$ cat src/rtl/wac_pkg.sv
package wac_pkg;

  // Mask covering the low pw bits of a 16-bit address.
  function automatic logic [15:0] low_mask(input int unsigned pw);
    return 16'((32'd1 << pw) - 32'd1);
  endfunction

  // Write step: advance only inside the page, keep the row bits.
  function automatic logic [15:0] page_step(input logic [15:0] a, input int unsigned pw);
    logic [15:0] m;
    m = low_mask(pw);
    return (a & ~m) | ((a + 16'd1) & m);
  endfunction

  // Read step: advance across the whole address, caller truncates.
  function automatic logic [15:0] lin_step(input logic [15:0] a);
    return a + 16'd1;
  endfunction

  // Lane number of an address within its page.
  function automatic logic [15:0] lane_of(input logic [15:0] a, input int unsigned pw);
    return a & low_mask(pw);
  endfunction

endpackage

$ cat src/rtl/wac_addr_ctr.sv
module wac_addr_ctr
  import wac_pkg::*;
#(
  parameter int unsigned ADDR_W = 10,
  parameter int unsigned PAGE_W = 4
) (
  input  logic              clk,
  input  logic              rst_n,
  input  logic              load,
  input  logic [ADDR_W-1:0] load_addr,
  input  logic              wstep,
  input  logic              rstep,
  output logic [ADDR_W-1:0] addr
);

  logic [ADDR_W-1:0] addr_q;
  logic [ADDR_W-1:0] addr_wr_nxt;
  logic [ADDR_W-1:0] addr_rd_nxt;

  always_comb begin
    addr_wr_nxt = ADDR_W'(page_step(16'(addr_q), PAGE_W));
    addr_rd_nxt = ADDR_W'(lin_step(16'(addr_q)));
  end

  always_ff @(posedge clk) begin
    if (!rst_n)     addr_q <= '0;
    else if (load)  addr_q <= load_addr;
    else if (wstep) addr_q <= addr_wr_nxt;
    else if (rstep) addr_q <= addr_rd_nxt;
  end

  assign addr = addr_q;

endmodule

$ cat src/rtl/wac_lane.sv
module wac_lane #(
  parameter int unsigned DATA_W = 8
) (
  input  logic              clk,
  input  logic              rst_n,
  input  logic              clr,
  input  logic              wr,
  input  logic [DATA_W-1:0] d,
  output logic [DATA_W-1:0] q,
  output logic              en
);

  logic [DATA_W-1:0] q_r;
  logic              en_r;

  always_ff @(posedge clk) begin
    if (!rst_n) begin
      q_r  <= '0;
      en_r <= 1'b0;
    end else begin
      if (wr) q_r <= d;
      // a write in the same cycle as a clear wins for its own lane
      if (wr)       en_r <= 1'b1;
      else if (clr) en_r <= 1'b0;
    end
  end

  assign q  = q_r;
  assign en = en_r;

endmodule

$ cat src/rtl/wac_page_buf.sv
module wac_page_buf #(
  parameter int unsigned PAGE_W = 4,
  parameter int unsigned DATA_W = 8
) (
  input  logic                               clk,
  input  logic                               rst_n,
  input  logic                               clr,
  input  logic                               wr,
  input  logic [PAGE_W-1:0]                  lane_sel,
  input  logic [DATA_W-1:0]                  d,
  output logic [(1<<PAGE_W)*DATA_W-1:0]      data_flat,
  output logic [(1<<PAGE_W)-1:0]             be
);

  localparam int unsigned NB = 1 << PAGE_W;

  for (genvar i = 0; i < NB; i++) begin : g_lane
    logic hit;
    assign hit = wr && (lane_sel == PAGE_W'(i));
    wac_lane #(.DATA_W(DATA_W)) u_lane (
      .clk  (clk),
      .rst_n(rst_n),
      .clr  (clr),
      .wr   (hit),
      .d    (d),
      .q    (data_flat[i*DATA_W +: DATA_W]),
      .en   (be[i])
    );
  end

endmodule

$ cat src/rtl/eeprom_addr_stage.sv
module eeprom_addr_stage
  import wac_pkg::*;
#(
  parameter int unsigned ADDR_W = 10,
  parameter int unsigned PAGE_W = 4,
  parameter int unsigned DATA_W = 8
) (
  input  logic                           clk,
  input  logic                           rst_n,
  input  logic                           ld_i,
  input  logic [ADDR_W-9:0]              ld_hi_i,
  input  logic [7:0]                     ld_lo_i,
  input  logic                           wr_open_i,
  input  logic                           wr_byte_i,
  input  logic [DATA_W-1:0]              wr_data_i,
  input  logic                           rd_step_i,
  input  logic                           commit_i,
  output logic [ADDR_W-1:0]              addr_o,
  output logic                           cm_valid_o,
  output logic [ADDR_W-PAGE_W-1:0]       cm_row_o,
  output logic [(1<<PAGE_W)*DATA_W-1:0]  cm_data_o,
  output logic [(1<<PAGE_W)-1:0]         cm_be_o
);

  localparam int unsigned NB    = 1 << PAGE_W;
  localparam int unsigned ROW_W = ADDR_W - PAGE_W;

  // named internal events, observed by the bound checker
  logic              evt_load;
  logic              evt_wstep;
  logic              evt_rstep;
  logic              evt_clear;
  logic [PAGE_W-1:0] lane_sel;
  logic [ADDR_W-1:0] cur_addr;

  assign evt_load  = ld_i;
  assign evt_wstep = wr_byte_i;
  assign evt_rstep = rd_step_i;
  assign evt_clear = wr_open_i;

  wac_addr_ctr #(.ADDR_W(ADDR_W), .PAGE_W(PAGE_W)) u_ctr (
    .clk      (clk),
    .rst_n    (rst_n),
    .load     (evt_load),
    .load_addr({ld_hi_i, ld_lo_i}),
    .wstep    (evt_wstep),
    .rstep    (evt_rstep),
    .addr     (cur_addr)
  );

  assign lane_sel = PAGE_W'(lane_of(16'(cur_addr), PAGE_W));

  logic [NB*DATA_W-1:0] stage_data;
  logic [NB-1:0]        stage_be;

  wac_page_buf #(.PAGE_W(PAGE_W), .DATA_W(DATA_W)) u_buf (
    .clk      (clk),
    .rst_n    (rst_n),
    .clr      (evt_clear),
    .wr       (evt_wstep),
    .lane_sel (lane_sel),
    .d        (wr_data_i),
    .data_flat(stage_data),
    .be       (stage_be)
  );

  assign addr_o     = cur_addr;
  assign cm_valid_o = commit_i;
  assign cm_row_o   = cur_addr[ADDR_W-1:PAGE_W];
  assign cm_data_o  = stage_data;
  assign cm_be_o    = stage_be;

  logic [ROW_W-1:0] row_unused;
  assign row_unused = cm_row_o;

endmodule

$ cat config.mk
export PLATFORM = sky130hd
export DESIGN_NAME = eeprom_addr_stage
export DESIGN_NICKNAME = d
export VERILOG_FILES = /design/src/rtl/wac_pkg.sv /design/src/rtl/wac_addr_ctr.sv /design/src/rtl/wac_lane.sv /design/src/rtl/wac_page_buf.sv /design/src/rtl/eeprom_addr_stage.sv
export SDC_FILE = /design/constraint.sdc
export NUM_CORES = 1
export LEC_CHECK = 0
export ABC_AREA = 1
export BUFFER_PORTS_ARGS = -buffer_cell sky130_fd_sc_hd__buf_4
export CAP_MARGIN = 20
export CELL_PAD_IN_SITES_DETAIL_PLACEMENT = 1
export CELL_PAD_IN_SITES_GLOBAL_PLACEMENT = 1
export CORE_MARGIN = 4
export CORE_UTILIZATION = 32
export CTS_CLUSTER_DIAMETER = 200
export CTS_CLUSTER_SIZE = 14
export DETAILED_ROUTE_END_ITERATION = 8
export GPL_TIMING_DRIVEN = 1
export MAX_ROUTING_LAYER = met4
export PLACE_DENSITY = 0.78
export SLEW_MARGIN = 20
export SYNTH_ARGS = -nofsm -noshare
export SYNTH_HDL_FRONTEND = slang
export SYNTH_SLANG_ARGS = --single-unit
$ cat constraint.sdc
create_clock -name clk -period 1.6 [get_ports clk]
set_clock_uncertainty 0.15 [all_clocks]
set_input_delay 0.08 -clock clk [delete_from_list [all_inputs] [get_ports clk]]
set_output_delay 0.08 -clock clk [all_outputs]
set_load 0.01 [all_outputs]
---- Yosys cells after proc, flatten, opt, wreduce, memory -nomap -nowiden ----
Index checks and enable logic that the tools add are counted.
storage, ports and cells
  output and inout bits ................... 161
  flip-flop bits (word level) ............. 154
  bits of input ports ..................... 25
  word-level logic and storage cells ...... 104
operators by class
  equal/unequal tests ..................... 15
  multiplexer cells ....................... 20
  reductions and logical operators ........ 34
  add/subtract/negate cells ............... 1
  bitwise gates (word level) .............. 1
operators by type and width
  kind                     number
  $eq A4 B4 Y1 const B     8
  $reduce_bool A2 Y1       16
  $mux W10                 3
  $mux W1                  17
  $eq A4 B3 Y1 const B     4
  $logic_and A1 B1 Y1      16
  $add A10 B1 Y10 const B  1
  $or A10 B4 Y10           1
  $eq A4 B2 Y1 const B     2
  $eq A4 B1 Y1 const B     1
  $logic_not A4 Y1         1
  $reduce_bool A3 Y1       1

---- Logic depth before layout (Yosys ltp) ----
  depth after elaboration ................. 4
  mapped depth ............................ 8
  mapped depth without buffers ............ 8

---- Modules after synthesis ----
Synthesis repeated with hierarchy kept, for this count alone.
second synthesis, totals
  cell total of the unflattened synthesis .. 753
  area total of the unflattened synthesis .. 5744.3 sq um
by module, submodules not included
  module             seq. area each (sq um)  area each (sq um)  instances  cells each
  wac_lane           180.2                   304.0              16         38
  wac_addr_ctr       200.2                   700.7              1          106
  wac_page_buf       0.0                     126.4              1          32
  eeprom_addr_stage  0.0                     52.6               1          7

---- Worst setup path after synthesis ----
Ideal clock, no wire load.
  path kind ............................... register to register
  start point ............................. register u_ctr.addr_q[0] (netlist: u_ctr.addr[0])
  end point ............................... register u_buf.g_lane[0].u_lane.q_r[0]
  library setup time ...................... 116 ps
  required time ........................... 1334 ps
  arrival time ............................ 1388 ps
  period minus slack after synthesis ...... 1654 ps
  stages on the path, launching flop included .. 9
  path buffers ............................ 0
  path slack .............................. -54 ps
  cell sequence ........................... dfxtp_1 inv_1 ha_1 nand2_1 inv_1 nand2_1 inv_2 nor2_1 nor2_1
on the way
  longest elaborated chain between the ends .. 2
ends and longest elaborated chain
  item                    RTL line            source
  start, declared         wac_addr_ctr.sv:16  logic [ADDR_W-1:0] addr_q;
  start signal, assigned  wac_addr_ctr.sv:27  else if (load) addr_q <= load_addr;
  start signal, assigned  wac_addr_ctr.sv:28  else if (wstep) addr_q <= addr_wr_nxt;
  start signal, assigned  wac_addr_ctr.sv:29  else if (rstep) addr_q <= addr_rd_nxt;
  $logic_not A4 Y1        wac_page_buf.sv:19  assign hit = wr && (lane_sel == PAGE_W'(i));
  $logic_and A1 B1 Y1     wac_page_buf.sv:19
  end signal, assigned    wac_lane.sv:18      q_r <= '0;
  end signal, assigned    wac_lane.sv:21      if (wr) q_r <= d;
  end, declared           wac_lane.sv:13      logic [DATA_W-1:0] q_r;
No other way between the ends.
A chain may end at the register's enable or synchronous reset.

---- Worst setup path in the final report ----
  start point ............................. register u_ctr.addr_q[0] (netlist: u_ctr.addr[0])
  end point ............................... register u_buf.g_lane[12].u_lane.q_r[1]
on the way
  longest elaborated chain between the ends .. 2
ends and longest elaborated chain
  item                  RTL line
  $eq A4 B4 Y1          wac_page_buf.sv:19
  $logic_and A1 B1 Y1   wac_page_buf.sv:19
  end signal, assigned  wac_lane.sv:18
  end signal, assigned  wac_lane.sv:21
  end, declared         wac_lane.sv:13
No other way between the ends.

==> run summary <==
First-pass GRT wire length = 32100 um
Area of the multi-input gates = 2400 um2
Routed Antenna Nets = 0
Largest net degree at the start of global routing = 73
Power Dens Cells = 1020 nW/um2
Critical Path Fanout Max = 6
Drt wl/cell = 17.2 um
Area Growth Syn to Fin = 44.6%
Die width = 143 um
Setup tns final = 0 ns
Root buf cell = clkbuf_16
Post-Place Worst Slack = -0.0794 ns
Die area = 20400 um2
Starting density of the core = 32.5%
H-tree depth = 4
Clock Latency Late Sink = 0.42 ns
Met3 Wirelength = 1140 um
Minimum clock period = 1.53 ns
Clock sinks = 154
Grt total ovfl = 0
Number of fill cells in the layout = 2229
Slew @ Worst Pin = 0.331 ns
Top Ports = 186
Clock Pin Slew Worst Setup and Hold Paths = 0.06 ns
Synthesized Nets = 795
Layout net count = 1009
Most common cell after layout, fill and taps aside = nor2_1
Ys Warns = 0
Gr usage total = 20.8%
Hold WC Path Type = in2out
Sequential area share after synthesis = 52.9%
Drt drc = 0
Final wirelength = 21000 um
Vias in the first global route = 6084
Most frequent cells in the layout = nor2_1, buf_4, dfxtp_1, o21ai_0, nand2_1
Drt initial violations = 259
Die height = 143 um
RSZ-0062 raised after global routing = yes
CTS buffer count = 17
DR top layer = met4
Max_cap viols = 0
Fin crit share = 95.6%
CTS tree = done
Fin worst setup slack = 0.0701 ns
Row Count = 49
Via count = 5918
Hold Vio Cnt, Final = 0
Met2 routed wirelength = 10100 um
Fmax = 0.654 GHz
CP startpoint kind = flip-flop
#FFs+latches synth = 154
Crit path kind = reg2reg
Met1 wire length = 9510 um
Max-slew violation count = 0
Rel. slew slack = 77.7%
Post-Syn Area = 5830 um2
Reg area = 3100 um2
Required time at the worst-slack endpoint = 1.80 ns
Synth Instances = 766
Clock Tree Buf Depth = 2
Antenna violations before repair = 0
Outcome = completed
Hpwl dp = 13800 um
Distinct cells, synth = 21
Final Wtd Congestion = 0.792
Share of cells above drive strength 1 = 30.2%
WP data arrival = 1.73 ns
Worst Setup End Kind = flip-flop
DR pass1 iterations = 4
Peak supply drop = 717 uV
Setup violators final = 0
I/O Buffers = 183
Core Region = 18000 um2
Post-DR vias/cell = 4.85
P_leak = 3.82 nW
Avg Synthesized Cell Area = 7.61 um2
[critical path: stages, from the launching register on]
cell and delay, ns:
dfxtp_4 0.36, inv_2 0.07, ha_1 0.16, nand2_2 0.08
buf_4 0.15, nor2_4 0.18, buf_6 0.14, o21ai_0 0.07
nor2_1 0.11
[cells by family (layout without fill, tap and decap cells)]
logic type | Yosys count | in the layout | share of synthesized area [%]
compound gates | 167 | 167 | 14.4
other cells | 0 | 1 | 0
xor+xnor | 1 | 1 | 0.150
buf+inv | 91 | 315 | 7.55
simple gates | 349 | 350 | 24.2
flops | 154 | 154 | 52.9
fa+ha+maj | 4 | 4 | 0.858
[synthesized netlist by cell type]
cell type / instances / area (um2)
nor2_1: 264 / 991
dfxtp_1: 154 / 3080
o21ai_0: 141 / 706
nand2_1: 55 / 206
a21oi_1: 24 / 120
clkbuf_1: 24 / 90.1
buf_4: 23 / 173
inv_1: 23 / 86.3
inv_2: 10 / 37.5
clkinv_2: 8 / 40.0
nand2_2: 8 / 50.1
nand3_1: 7 / 35.0
nor2_4: 6 / 67.6
nand4_1: 5 / 31.3
ha_1: 4 / 50.1
nor2_2: 3 / 18.8
a31oi_1: 2 / 12.5
buf_2: 2 / 10.0
buf_1: 1 / 3.75
nand2_4: 1 / 11.3
xor2_1: 1 / 8.76
[registers in the layout (all words and copies together), names as in the netlist]
| register | cells |
|---|---|
| u_ctr.addr | 10 |
| u_buf.g_lane.u_lane.q | 128 |
| u_buf.g_lane.u_lane.en | 16 |
[report_power, final]
part           internal [mW]  switching (mW)  leakage (nW)
registers               3.95          0.0876          1.25
logic                  0.407           0.559          2.33
clock network           1.99            1.61         0.242
total                   6.35            2.25          3.82
[repair_timing]
item	4_1_cts	5_1_grt
buffers inserted	0	5
pin swaps	0	7
hold buffers	30	0
endpoints found under the setup margin	57	134
endpoints found under the hold margin	128	0
gates resized for setup	9	62
gates cloned	0	1
[stage by stage]
stage	utilization, %	cell area (um2)	total power, mW	std cells	hold slack [ns]
2_1_floorplan	-	5830	4.54	766	0.0829
3_3_place_gp	41.4	7440	4.96	1155	0.0101
3_5_place_dp	41.4	7440	4.98	1155	0.0101
4_1_cts	46.1	8280	8.64	1215	0.0101
5_1_grt	46.9	8430	8.97	1220	0.0101
6_report	46.9	8430	8.60	1221	0.0101
[worst paths after layout]
kind | start | endpoint | slack, ns | cells past startpoint
worst max-delay path | u_ctr.addr[0] | u_buf.g_lane[12].u_lane.q[1] | 0.07 | 8
worst min-delay path | commit_i | cm_valid_o | 0.01 | 0
worst max register to register | u_ctr.addr[0] | u_buf.g_lane[12].u_lane.q[1] | 0.07 | 8
worst min register to register | u_buf.g_lane[6].u_lane.en | u_buf.g_lane[6].u_lane.en | 0.32 | 2
[metal layers]
layer,up-vias,track usage (%)
li1,2861,-
met1,2873,26.1
met2,161,33.8
met3,23,4.62
met4,0,5.65
met5,-,-
[layout make-up]
cell class,count,area share [%]
Sequential cell,154,36.7
Antenna cell,1,0.0297
Clock inverter,12,0.935
Tap cell,229,3.40
Timing Repair Buffer,244,23.0
Clock buffer,18,5.21
Multi-Input combinational cell,522,28.5
Inverter,41,2.21
Power figures use the tool's default switching activity.
